### src/rtl/spi_cmd_pkg.sv
package spi_cmd_pkg;

  localparam int CMD_W     = 16;
  localparam int CNT_W     = 5;
  localparam int FREQ_W    = 12;
  localparam int FREQ_MIN  = 96;
  localparam int FREQ_MAX  = 3903;
  localparam int MV_W      = 13;
  localparam logic [CMD_W-1:0] SWRST_WORD = 16'hFE00;
  localparam logic [7:0]       RD_CODE    = 8'hCC;

  typedef enum logic [3:0] {
    K_NONE, K_CFG, K_FREQ, K_PM, K_RATE, K_PWR, K_LBD,
    K_SLP, K_BTN, K_WUT, K_PLL, K_SWRST
  } cmd_kind_e;

  typedef struct packed {
    logic [12:0]       cfg;
    logic [7:0]        pm;
    logic [FREQ_W-1:0] freq;
    logic [7:0]        rate;
    logic [3:0]        pwr;
    logic [7:0]        lbd;
    logic [7:0]        slp;
    logic [7:0]        btn;
    logic [12:0]       wut;
    logic [7:0]        pll;
  } regs_t;

  localparam regs_t REGS_DEFAULT = '{
    cfg: 13'h0080, pm: 8'h00, freq: 12'h7D0, rate: 8'h00, pwr: 4'h0,
    lbd: 8'h00, slp: 8'h10, btn: 8'h00, wut: 13'h0000, pll: 8'h00
  };

  // Classify a closed frame from its collected bits and length
  function automatic cmd_kind_e decode_cmd(input logic [CMD_W-1:0] w,
                                           input logic [CNT_W-1:0] n);
    cmd_kind_e k;
    k = K_NONE;
    if (n == CNT_W'(16)) begin
      if (w == SWRST_WORD) k = K_SWRST;
      else begin
        casez (w[15:8])
          8'b100?????: k = K_CFG;
          8'b1010????: k = K_FREQ;
          8'b11000000: k = K_PM;
          8'b11001000: k = K_RATE;
          8'b11000010: k = K_LBD;
          8'b11000100: k = K_SLP;
          8'b11001010: k = K_BTN;
          8'b111?????: k = K_WUT;
          8'b11010010: k = K_PLL;
          default:     k = K_NONE;
        endcase
      end
    end else if (n == CNT_W'(8) && w[7:4] == 4'b1011) begin
      k = K_PWR;
    end
    return k;
  endfunction

  function automatic logic freq_ok(input logic [FREQ_W-1:0] f);
    return (f >= FREQ_W'(FREQ_MIN)) && (f <= FREQ_W'(FREQ_MAX));
  endfunction

  function automatic logic [MV_W-1:0] lbd_millivolts(input logic [4:0] t);
    return MV_W'(2250) + MV_W'(t) * MV_W'(100);
  endfunction

endpackage

### src/rtl/spi_cmd_frontend.sv
module spi_cmd_frontend
  import spi_cmd_pkg::*;
#(
  parameter int SYNC_STAGES = 2
) (
  input  logic             clk,
  input  logic             rst_n,
  input  logic             cs_n,
  input  logic             sck,
  input  logic             sdi,
  output logic             cs_low,
  output logic             cs_rise,
  output logic             sck_rise,
  output logic             sck_fall,
  output logic             byte_pulse,
  output logic [CMD_W-1:0] frame_word,
  output logic [CNT_W-1:0] frame_bits
);

  localparam logic [CNT_W-1:0] CNT_MAX = '1;

  logic [SYNC_STAGES:0]   cs_pipe;
  logic [SYNC_STAGES:0]   sck_pipe;
  logic [SYNC_STAGES-1:0] sdi_pipe;
  logic                   sdi_now;

  always_ff @(posedge clk or negedge rst_n) begin
    if (!rst_n) begin
      cs_pipe  <= '1;
      sck_pipe <= '0;
      sdi_pipe <= '0;
    end else begin
      cs_pipe  <= {cs_pipe[SYNC_STAGES-1:0], cs_n};
      sck_pipe <= {sck_pipe[SYNC_STAGES-1:0], sck};
      sdi_pipe <= {sdi_pipe[SYNC_STAGES-2:0], sdi};
    end
  end

  assign cs_low   = ~cs_pipe[SYNC_STAGES-1];
  assign cs_rise  = cs_pipe[SYNC_STAGES-1] & ~cs_pipe[SYNC_STAGES];
  assign sck_rise = sck_pipe[SYNC_STAGES-1] & ~sck_pipe[SYNC_STAGES];
  assign sck_fall = ~sck_pipe[SYNC_STAGES-1] & sck_pipe[SYNC_STAGES];
  assign sdi_now  = sdi_pipe[SYNC_STAGES-1];

  always_ff @(posedge clk or negedge rst_n) begin
    if (!rst_n) begin
      frame_word <= '0;
      frame_bits <= '0;
      byte_pulse <= 1'b0;
    end else if (!cs_low) begin
      frame_word <= '0;
      frame_bits <= '0;
      byte_pulse <= 1'b0;
    end else begin
      byte_pulse <= sck_rise && (frame_bits == CNT_W'(7));
      if (sck_rise) begin
        frame_word <= {frame_word[CMD_W-2:0], sdi_now};
        if (frame_bits != CNT_MAX) frame_bits <= frame_bits + 1'b1;
      end
    end
  end

endmodule

### src/rtl/spi_cmd_regs.sv
module spi_cmd_regs
  import spi_cmd_pkg::*;
(
  input  logic             clk,
  input  logic             rst_n,
  input  logic             cs_rise,
  input  logic [CMD_W-1:0] frame_word,
  input  logic [CNT_W-1:0] frame_bits,
  output logic             commit,
  output logic             sw_reset,
  output regs_t            regs
);

  cmd_kind_e kind;

  assign kind     = decode_cmd(frame_word, frame_bits);
  assign commit   = cs_rise && (kind != K_NONE);
  assign sw_reset = commit && (kind == K_SWRST);

  always_ff @(posedge clk or negedge rst_n) begin
    if (!rst_n) begin
      regs <= REGS_DEFAULT;
    end else if (commit) begin
      unique case (kind)
        K_SWRST: regs <= REGS_DEFAULT;
        K_CFG:   regs.cfg  <= frame_word[12:0];
        K_FREQ:  if (freq_ok(frame_word[11:0])) regs.freq <= frame_word[11:0];
        K_PM:    regs.pm   <= frame_word[7:0];
        K_RATE:  regs.rate <= frame_word[7:0];
        K_PWR:   regs.pwr  <= frame_word[3:0];
        K_LBD:   regs.lbd  <= frame_word[7:0];
        K_SLP:   regs.slp  <= frame_word[7:0];
        K_BTN:   regs.btn  <= frame_word[7:0];
        K_WUT:   regs.wut  <= frame_word[12:0];
        K_PLL:   regs.pll  <= frame_word[7:0];
        default: regs <= regs;
      endcase
    end
  end

endmodule

### src/rtl/spi_cmd_status.sv
module spi_cmd_status
  import spi_cmd_pkg::*;
#(
  parameter int STAT_W = 16
) (
  input  logic              clk,
  input  logic              rst_n,
  input  logic              cs_low,
  input  logic              cs_rise,
  input  logic              sck_fall,
  input  logic              byte_pulse,
  input  logic [7:0]        first_byte,
  input  logic [STAT_W-1:0] status_in,
  output logic              rd_active,
  output logic              stat_o
);

  logic [STAT_W-1:0] shift_q;
  logic              rd_start;

  assign rd_start = cs_low && byte_pulse && (first_byte == RD_CODE);

  always_ff @(posedge clk or negedge rst_n) begin
    if (!rst_n) begin
      rd_active <= 1'b0;
      shift_q   <= '0;
      stat_o    <= 1'b1;
    end else if (cs_rise) begin
      rd_active <= 1'b0;
      stat_o    <= 1'b1;
    end else if (rd_start) begin
      rd_active <= 1'b1;
      shift_q   <= status_in;
    end else if (rd_active && sck_fall) begin
      stat_o  <= shift_q[STAT_W-1];
      shift_q <= {shift_q[STAT_W-2:0], 1'b0};
    end
  end

endmodule

### src/rtl/spi_cmd_if.sv
module spi_cmd_if
  import spi_cmd_pkg::*;
#(
  parameter int SYNC_STAGES = 2,
  parameter int STAT_W      = 16
) (
  input  logic              clk,
  input  logic              rst_n,
  input  logic              cs_n,
  input  logic              sck,
  input  logic              sdi,
  input  logic [STAT_W-1:0] status_in,
  output logic              stat_o,
  output logic [1:0]        band,
  output logic [2:0]        clk_div,
  output logic [3:0]        xtal_load,
  output logic              dev_pol,
  output logic [2:0]        dev_step,
  output logic [7:0]        pm_en,
  output logic [11:0]       freq_word,
  output logic [7:0]        rate_word,
  output logic              pa_ook,
  output logic [2:0]        pa_atten,
  output logic [2:0]        lbd_flags,
  output logic [4:0]        lbd_thresh,
  output logic [12:0]       lbd_mv,
  output logic [7:0]        sleep_tail,
  output logic [7:0]        btn_cfg,
  output logic [4:0]        wut_exp,
  output logic [7:0]        wut_mant,
  output logic [7:0]        pll_cfg
);

  // Named internal events, also observed by the bound checker
  logic             cs_low, cs_rise, sck_rise, sck_fall, byte_pulse;
  logic             commit, sw_reset, rd_active;
  logic [CMD_W-1:0] frame_word;
  logic [CNT_W-1:0] bit_cnt;
  regs_t            regs;

  spi_cmd_frontend #(.SYNC_STAGES(SYNC_STAGES)) u_front (
    .clk(clk), .rst_n(rst_n), .cs_n(cs_n), .sck(sck), .sdi(sdi),
    .cs_low(cs_low), .cs_rise(cs_rise), .sck_rise(sck_rise),
    .sck_fall(sck_fall), .byte_pulse(byte_pulse),
    .frame_word(frame_word), .frame_bits(bit_cnt)
  );

  spi_cmd_regs u_regs (
    .clk(clk), .rst_n(rst_n), .cs_rise(cs_rise),
    .frame_word(frame_word), .frame_bits(bit_cnt),
    .commit(commit), .sw_reset(sw_reset), .regs(regs)
  );

  spi_cmd_status #(.STAT_W(STAT_W)) u_stat (
    .clk(clk), .rst_n(rst_n), .cs_low(cs_low), .cs_rise(cs_rise),
    .sck_fall(sck_fall), .byte_pulse(byte_pulse),
    .first_byte(frame_word[7:0]), .status_in(status_in),
    .rd_active(rd_active), .stat_o(stat_o)
  );

  assign band       = regs.cfg[12:11];
  assign clk_div    = regs.cfg[10:8];
  assign xtal_load  = regs.cfg[7:4];
  assign dev_pol    = regs.cfg[3];
  assign dev_step   = regs.cfg[2:0];
  assign pm_en      = regs.pm;
  assign freq_word  = regs.freq;
  assign rate_word  = regs.rate;
  assign pa_ook     = regs.pwr[3];
  assign pa_atten   = regs.pwr[2:0];
  assign lbd_flags  = regs.lbd[7:5];
  assign lbd_thresh = regs.lbd[4:0];
  assign lbd_mv     = lbd_millivolts(regs.lbd[4:0]);
  assign sleep_tail = regs.slp;
  assign btn_cfg    = regs.btn;
  assign wut_exp    = regs.wut[12:8];
  assign wut_mant   = regs.wut[7:0];
  assign pll_cfg    = regs.pll;

endmodule

### config.mk
export PLATFORM = sky130hd
export DESIGN_NAME = spi_cmd_if
export DESIGN_NICKNAME = d
export VERILOG_FILES = /design/src/rtl/spi_cmd_pkg.sv /design/src/rtl/spi_cmd_frontend.sv /design/src/rtl/spi_cmd_regs.sv /design/src/rtl/spi_cmd_status.sv /design/src/rtl/spi_cmd_if.sv
export SDC_FILE = /design/constraint.sdc
export NUM_CORES = 1
export LEC_CHECK = 0
export BUFFER_PORTS_ARGS = -buffer_cell sky130_fd_sc_hd__clkbuf_2
export CAP_MARGIN = 10
export CORE_ASPECT_RATIO = 0.7
export CORE_MARGIN = 5
export CORE_UTILIZATION = 35
export DETAILED_ROUTE_END_ITERATION = 6
export PLACE_DENSITY = 0.55
export SYNTH_ARGS = -nofsm -noshare
export SYNTH_HDL_FRONTEND = slang
export SYNTH_SLANG_ARGS = --single-unit
### constraint.sdc
create_clock -name clk -period 3.3 [get_ports clk]
set_input_delay 0.33 -clock clk [delete_from_list [all_inputs] [get_ports clk]]
set_output_delay 0.33 -clock clk [all_outputs]
set_load 0.1 [all_outputs]
==> flow_summary.yaml, run 1 <==
drt:
  routed_wl_mm: 18.4
  routed-via-count: 5343
  final_antenna_net_count: 0
  drc: 0
  post_drt_wl_per_cell_um: 17.3
  drtIter0Drc: 344
  firstDrtPassIters: 4
  via_per_inst: 5.03
placement:
  gp_congestion: 0.871
  port_buffers: 122
  dpl-instance-area_um2: 7870
  preCtsSetupSlack_ns: 0.203
  hpwl_mm: 13.2
worst_setup_path:
  reg2reg_slack_ns: 0.49
  cp-startpoint: "u_regs.regs[38]"
  reg2reg_depth: 6
  r2r_end: "u_regs.regs[84]"
  startpoint_type: "flop"
  crit_end: "lbd_mv[11]"
  critPathRequiredTime_ns: 2.97
  worst_setup_path_end_kind: "primary output"
  critical_path_class: "reg2out"
  reg2reg_from: "u_front.frame_word[8]"
  path_max_fanout: 3
  arrival_ns: 2.99
logic_synthesis:
  yosysUniqueCellTypes: 61
  synth.avg_cell_area_um2: 9.89
  synth-edff-count: 0
  yosysMostFrequentCell: "nand2_1"
  yosysWarningCount: 0
  synthArstFlopShare_pct: 100
  synth_area_leaders: "dfrtp_1 (47%), nand2_1 (9.6%), mux2i_1 (5.7%)"
  synth_top_area_share_pct: 47.2
  synth_top_area_cell: "dfrtp_1"
  synth_flop_cell: "dfrtp_1"
  synth_common_cells: "nand2_1 (170), dfrtp_1 (126), o21ai_0 (68), mux2i_1 (38), a21oi_1 (29)"
  synth_cells: 675
  synth_nets: 716
  netlist_area_um2: 6680
  seq_area_frac_synth_pct: 51.9
  synth_seq_cells: 138
run_status:
  violations: "setup timing"
  status: "complete, but fails checks"
sta:
  fin_ws_ns: -0.0215
  tightestPinTransition_ns: 1.12
  hold_viol: 0
  setup_viol_count_final: 1
  layout_min_cycle_time_ns: 3.32
  fin_worst_skew_ns: 0.0113
  relSlewSlack_pct: 24.8
  post-route-period-util_pct: 101
  grt_setup_unrepaired: "yes"
  max_clock_freq_mhz: 301
  drv_slew: 0
floorplanning:
  chipHeight_um: 126
  num_io_pins: 125
  num_rows: 42
  die_w_um: 175
  fp.coreArea_um2: 18800
  start_util_pct: 35.5
  die_area_um2: 22000
clocking:
  clock-root-buffer: "clkbuf_16"
  cts_buffers: 17
  htreeDepth: 4
  cts_tree: "done"
  clkTransAtPathRegs_ns: 0.06
  clock_path_buffers: 2
  clock_latency_ns: 0.42
  cts_sinks: 138
cells_and_area:
  area_growth_pct: 30.6
  final_util_pct: 46.3
  postLayoutCellArea_um2: 8720
  fillers: 1802
  n_antenna_cell: 0
  drive_gt1_share_pct: 32.2
  fin_nets: 848
power:
  power_density_nw_per_um2: 435
  p_total_uw: 3800
  peakVddDrop_mv: 0.282
  leakagePower_uw: 0.00406
grt:
  grt_pass1_wl_mm: 29.9
  grt_pass1_vias: 5267
  grt.overflow.total: 0
  gr-usage-all-layers_pct: 17.2
  antenna_found_initial: 0
  grt_max_degree: 83
worst_hold_path:
  min-delay-path-class: "in2reg"
  hold_depth: 1
run:
  maxCapViolCount: 0
## placed cells by master, fill, tap and decap left out, drive strengths merged, types with 12 or more instances in the layout
cell    count
buf        42
nand3      27
dfstp      12
clkbuf    138
o21ai      83
a21oi      30
dfrtp     126
nand2     170
inv        20
mux2i      38
ha         19
## how the worst min path moves through the flow
stage | from | to | slack, ns
after floorplan | rst_n | u_front.byte_pulse | 0.03
after global placement | u_front.sck_pipe[0] | u_front.sck_pipe[1] | 0.34
after detailed placement | u_front.sck_pipe[0] | u_front.sck_pipe[1] | 0.34
after CTS | sdi | u_front.sdi_pipe[0] | 0.006
after global routing | sdi | u_front.sdi_pipe[0] | 0.009
final | sdi | u_front.sdi_pipe[0] | 0.02
## routing by layer
layer / track usage (%) / routed length [um]
met3: 4.25 / 948
met4: 5.22 / 230
met2: 24.3 / 8000
met1: 26.0 / 9210
met5: 0 / 0
## sequential cells by signal (all words and copies together), names as in the netlist
register / cells
u_front.sck_pipe: 3
u_front.frame_bits: 5
u_stat.rd_active: 1
u_front.sdi_pipe: 2
u_front.cs_pipe: 3
u_front.frame_word: 16
u_front.byte_pulse: 1
u_stat.shift_q: 16
u_regs.regs: 90
u_stat.stat_o: 1
## cells by family (layout without fill, tap and decap cells)
family	count (synthesis)	count (layout)	share of synthesized area (%)
AND/OR/NAND/NOR	253	253	17.9
AO/OA/AOI/OAI	138	138	13.3
flip-flops	138	138	51.9
buffers and inverters	68	213	4.85
multiplexers	38	38	5.70
adder cells (fa/ha/maj)	20	20	3.86
XOR/XNOR	18	18	2.36
other	2	2	0.112
## cell type report
class | count | area [um^2] | area share [%]
clock buffer | 22 | 484 | 5.55
tap | 242 | 303 | 3.47
multi-input combinational | 469 | 3220 | 36.9
clock inverter | 10 | 140 | 1.61
inverter | 20 | 75.1 | 0.861
sequential | 138 | 3490 | 40.0
timing repair buffer | 161 | 1010 | 11.6
## critical path: stages (launching register included)
cell and delay (ns):
dfrtp_4 0.50, buf_6 0.13, ha_4 0.27, ha_4 0.20, fa_2 0.46, a31oi_4 0.26
xnor2_4 0.15, nand3b_1 0.19, xnor2_4 0.21, buf_12 0.19
## where the power goes
group,internal [uW],total [uW],switching (uW)
combinational,25.2,96.7,71.5
sequential,1700,1710,4.30
clock,1270,1990,724
## stage by stage
| stage | instances | setup TNS [ns] | hold WS, ns |
|---|---|---|---|
| CTS | 1060 | -0.0383 | 0.00569 |
| global route | 1062 | -0.168 | 0.00878 |
| finish | 1062 | -0.0215 | 0.0189 |
| floorplan | 675 | -0.241 | 0.0344 |
| detailed placement | 1015 | 0 | 0.341 |
| global placement | 1015 | 0 | 0.337 |
## timing repair
item	in CTS	in global routing
endpoints found under the setup margin	4	4
endpoints found under the hold margin	36	0
resized for setup	11	6
hold buffers	3	0
buffers inserted	10	2
pin swaps	11	6
cloned	0	0
Note: power is estimated with default switching activity, not from simulation.
==> inputs of run 2 (changes only) <==
--- a/config.mk
+++ b/config.mk
@@ -10,6 +10,7 @@
 export CORE_ASPECT_RATIO = 0.7
 export CORE_MARGIN = 5
 export CORE_UTILIZATION = 35
+export CTS_CLUSTER_SIZE = 8
 export DETAILED_ROUTE_END_ITERATION = 6
 export PLACE_DENSITY = 0.55
 export SYNTH_ARGS = -nofsm -noshare
==> constraint.sdc (replaced) <==
create_clock -name clk -period 3.4 [get_ports clk]
set_input_delay 0.34 -clock clk [delete_from_list [all_inputs] [get_ports clk]]
set_output_delay 0.34 -clock clk [all_outputs]
set_load 0.1 [all_outputs]
==> flow_summary.yaml, run 2 (same netlist as run 1, synthesis figures left out) <==
floorplanning:
  num_io_pins: 125
  chipHeight_um: 126
  start_util_pct: 35.5
  die_w_um: 175
  fp.coreArea_um2: 18800
  die_area_um2: 22000
  num_rows: 42
clocking:
  cts_tree: "done"
  clock-root-buffer: "clkbuf_16"
  clkTransAtPathRegs_ns: 0.06
  cts_buffers: 17
  clock_latency_ns: 0.42
  htreeDepth: 4
  cts_sinks: 138
  clock_path_buffers: 2
cells_and_area:
  fillers: 1779
  reg_top3: "u_regs.regs: 90 flops, u_front.frame_word: 16 flops, u_stat.shift_q: 16 flops"
  regMostFlops: "u_regs.regs"
  postLayoutCellArea_um2: 8560
  n_antenna_cell: 0
  area_growth_pct: 28.2
  fin_nets: 839
  mostFrequentLayoutCells: "nand2_1 (168), dfrtp_1 (121), clkbuf_2 (116)"
  drive_gt1_share_pct: 30.9
  largest_reg_flops: 90
  final_common_cell: "nand2_1"
placement:
  preCtsSetupSlack_ns: 0.305
  port_buffers: 122
  dpl-instance-area_um2: 7860
  hpwl_mm: 12.9
  gp_congestion: 0.864
power:
  leakagePower_uw: 0.00401
  power_density_nw_per_um2: 427
  peakVddDrop_mv: 0.294
worst_setup_path:
  arrival_ns: 3.00
  crit_path_frequent_cell: "xnor2_4"
  reg2reg_depth: 9
  worst_setup_path_end_kind: "primary output"
  path_max_fanout: 5
  critPathRequiredTime_ns: 3.06
  slowest_stage: "dfrtp_4"
  r2r_end: "u_regs.regs[62]"
  critPathTopFamily: "adder cells"
  max_stage_delay_ns: 0.51
  reg2reg_slack_ns: 0.27
  startpoint_type: "flop"
  reg2reg_from: "u_front.frame_bits[0]"
  cp_cell_sequence: "ha_4, ha_1, ha_2, fa_2, a31oi_4, xnor2_4, nand3b_1, xnor2_4, buf_12"
  path_buf_inv: 1
  critical_path_class: "reg2out"
grt:
  gr-usage-all-layers_pct: 16.8
  grt.overflow.total: 0
  grt_max_degree: 85
  grt_pass1_vias: 5293
  grt_pass1_wl_mm: 29.1
  antenna_found_initial: 0
sta:
  post-route-period-util_pct: 98.3
  setup_viol_count_final: 0
  layout_min_cycle_time_ns: 3.34
  tightestPinTransition_ns: 1.15
  grt_setup_unrepaired: "yes"
  fin_ws_ns: 0.0564
  fin_worst_skew_ns: 0.00693
  relSlewSlack_pct: 23.2
  hold_viol: 0
  drv_slew: 0
  max_clock_freq_mhz: 299
drt:
  firstDrtPassIters: 5
  drtIter0Drc: 361
  drc: 0
  routed-via-count: 5280
  post_drt_wl_per_cell_um: 17.1
  routed_wl_mm: 18.0
  via_per_inst: 5.01
  final_antenna_net_count: 0
worst_hold_path:
  min-delay-path-class: "in2reg"
  min_from: "sck"
  hold_depth: 1
  whs_endpoint: "u_front.sck_pipe[0]"
run_status:
  status: "complete, no violations"
run:
  maxCapViolCount: 0
==> run 2: cell count changes in the layout (fill, tap and decap cells not counted), moves of 2 or more <==
cell    change
buf_4       -5
buf_12      -2
ha_1        +2
ha_4        -3
inv_2       -2
inv_1       +2
==> run 2: area by class of cell <==
cell class                 count  area, um^2  share of cell area [%]
sequential                   138        3490                    40.7
multi-input combinational    469        3170                    37.0
timing repair buffer         152         913                    10.7
clock buffer                  21         470                    5.50
tap                          242         303                    3.54
clock inverter                11         144                    1.68
inverter                      20        75.1                   0.877
==> run 2: report_power, final <==
group          switching (uW)  internal [uW]
clock network             702           1210
registers                4.41           1650
logic                    68.3           23.6
total                     775           2880
==> run 2: worst max-delay path by stage <==
stage,end,depth (start not counted),start,slack (ns)
after floorplan,lbd_mv[11],7,u_regs.regs[38],-0.03
after global placement,lbd_mv[11],9,u_regs.regs[41],0.34
after detailed placement,u_regs.regs[62],9,u_front.frame_bits[0],0.30
after CTS,lbd_mv[9],9,u_regs.regs[37],0.004
after global routing,lbd_mv[10],8,u_regs.regs[37],-0.06
final,lbd_mv[11],9,u_regs.regs[37],0.06
==> run 2: metal layers <==
layer  part of all wire [%]  vias up  track usage, %
li1                       -     2539               -
met1                     49     2565            24.5
met2                     43      154            24.2
met3                    6.1       22            4.98
met4                    1.5        0            5.08
met5                      0        -               0
==> run 2: metrics by stage <==
step | setup TNS [ns] | hold WS, ns | cells | util [%] | total power (uW)
after floorplan | -0.0456 | 0.0444 | 675 | - | 1720
after global placement | 0 | 0.337 | 1016 | 41.8 | 1780
after detailed placement | 0 | 0.337 | 1016 | 41.8 | 1780
after CTS | 0 | 0.00869 | 1052 | 45.4 | 3700
after global routing | -0.189 | 0.00699 | 1053 | 45.5 | 3800
final | 0 | 0.0265 | 1053 | 45.5 | 3660
==> run 2: repair_timing <==
action,4_1_cts,5_1_grt
hold buffers,2,0
setup endpoints to repair,4,5
setup buffers,2,1
resized for setup,5,3
pin swaps,6,4
hold endpoints to repair,13,0
==> inputs of run 3 (changes only) <==
--- a/config.mk
+++ b/config.mk
@@ -6,7 +6,7 @@
 export NUM_CORES = 1
 export LEC_CHECK = 0
 export BUFFER_PORTS_ARGS = -buffer_cell sky130_fd_sc_hd__clkbuf_2
-export CAP_MARGIN = 10
+export CAP_MARGIN = 0
 export CORE_ASPECT_RATIO = 0.7
 export CORE_MARGIN = 5
 export CORE_UTILIZATION = 35
==> constraint.sdc (replaced) <==
create_clock -name clk -period 4.1 [get_ports clk]
set_input_delay 0.41 -clock clk [delete_from_list [all_inputs] [get_ports clk]]
set_output_delay 0.41 -clock clk [all_outputs]
set_load 0.1 [all_outputs]
==> flow_summary.yaml, run 3 (same netlist as run 1, synthesis figures left out) <==
sta:
  tightestPinTransition_ns: 1.09
  setup-tns-final_ns: 0
  grt_setup_unrepaired: "no"
  post-route-period-util_pct: 95.3
  layout_min_cycle_time_ns: 3.91
  drv_slew: 0
  relSlewSlack_pct: 27.2
  fin_worst_skew_ns: 0.00755
  whs_ns: 0.0518
  hold_viol: 0
  max_clock_freq_mhz: 256
  setup_viol_count_final: 0
worst_setup_path:
  cp_cell_sequence: "ha_1, ha_1, ha_1, fa_1, xnor2_1, a21oi_1, nand3b_1, xnor2_4, clkbuf_2"
  critPathTopFamily: "adder cells"
  arrival_ns: 3.50
  startpoint_type: "flop"
  crit_path_frequent_cell: "ha_1"
  path_buf_inv: 1
  reg2reg_depth: 6
  path_max_fanout: 6
  slowest_stage: "clkbuf_2"
  critPathRequiredTime_ns: 3.69
  worst_setup_path_end_kind: "primary output"
  max_stage_delay_ns: 0.47
  critical_path_class: "reg2out"
  path_depth: 9
grt:
  grt_max_degree: 96
  gr-usage-all-layers_pct: 16.7
  grt.overflow.total: 0
  grt_pass1_vias: 5056
  antenna_found_initial: 0
  grt_pass1_wl_mm: 29.1
worst_hold_path:
  min-delay-path-class: "in2async"
drt:
  drc: 0
  routed_wl_mm: 17.7
  drtIter0Drc: 404
  final_antenna_net_count: 0
  routed-via-count: 5161
  via_per_inst: 4.98
  firstDrtPassIters: 6
  post_drt_wl_per_cell_um: 17.1
cells_and_area:
  area_growth_pct: 22.3
  postLayoutCellArea_um2: 8170
  drive_gt1_share_pct: 27.6
  fillers: 1862
  multiInputGateArea_um2: 2970
  reg_top3: "u_regs.regs: 90 flops, u_front.frame_word: 16 flops, u_stat.shift_q: 16 flops"
  regMostFlops: "u_regs.regs"
  mostFrequentLayoutCells: "nand2_1 (170), dfrtp_1 (123), clkbuf_2 (121)"
  final_common_cell: "nand2_1"
  n_antenna_cell: 0
  ff_latch_area_um2: 3470
  fin_nets: 822
  instances_no_fill: 1036
  largest_reg_flops: 90
clocking:
  htreeDepth: 4
  ctsResizeCount: 0
  cts_sinks: 138
  clock_path_buffers: 2
  cts_buffers: 17
  post-cts-setup-buffers: 0
  clock_latency_ns: 0.42
  clock-root-buffer: "clkbuf_16"
  cts_hold_buffers: 0
  cts_tree: "done"
  clkTransAtPathRegs_ns: 0.06
run_status:
  status: "complete, no violations"
floorplanning:
  die_w_um: 175
  die_area_um2: 22000
  chipHeight_um: 126
  start_util_pct: 35.5
  fp.coreArea_um2: 18800
  num_rows: 42
  num_io_pins: 125
placement:
  dp.cells: 1004
  hpwl_mm: 12.2
  gp_congestion: 0.838
  port_buffers: 122
  dpl-instance-area_um2: 7520
run:
  maxCapViolCount: 0
power:
  leakagePower_uw: 0.00392
  peakVddDrop_mv: 0.258
  power_density_nw_per_um2: 378
==> run 3: final cells by class <==
type | count | share of cell area [%]
clock buffer | 20 | 5.59
clock inverter | 12 | 2.10
inverter | 20 | 0.919
multi-input combinational | 469 | 36.4
sequential | 138 | 42.5
tap | 242 | 3.71
timing repair buffer | 135 | 8.75
==> run 3: worst register-to-register path, delay by kind of cell, from the launching register on <==
kind	cells	cell delay (ns)
DFF	1	0.73
and+or+nand+nor	3	1.16
AOI/OAI and AO/OA	3	1.08
==> run 3: final timing paths <==
path / slack [ns] / end / start
worst max-delay path: 0.19 / lbd_mv[11] / u_regs.regs[38]
worst min-delay path: 0.05 / u_regs.regs[2] / rst_n
worst max register to register: 1.01 / u_regs.regs[73] / u_front.frame_word[4]
worst min register to register: 0.35 / u_front.sck_pipe[1] / u_front.sck_pipe[0]
max in group asynchronous: 3.09 / u_front.cs_pipe[1] / rst_n
min in group clk: 0.06 / u_front.cs_pipe[0] / cs_n
==> run 3: per-stage QoR <==
stage	total power, uW	utilization [%]	worst slack (ns)
after floorplan	1430	-	0.00994
final	3080	43.4	0.194
after detailed placement	1470	40.0	0.481
after global placement	1470	40.0	0.511
after global routing	3200	43.4	0.00502
after CTS	3120	43.3	0.0185
==> run 3: routing by layer <==
layer / routed length, um / part of all wire, % / vias to the layer above / global-route usage [%]
met4: 235 / 1.3 / 0 / 5.45
met3: 919 / 5.2 / 19 / 3.98
met5: 0 / 0 / - / 0
met1: 9150 / 52 / 2498 / 25.6
met2: 7440 / 42 / 142 / 22.9
li1: - / - / 2502 / -
==> run 3: power by group <==
part           switching, uW  leakage (uW)  total [uW]  internal (uW)
clock network            589      0.000313        1640           1050
registers               5.92       0.00179        1380           1370
logic                   54.2       0.00182        70.6           16.5
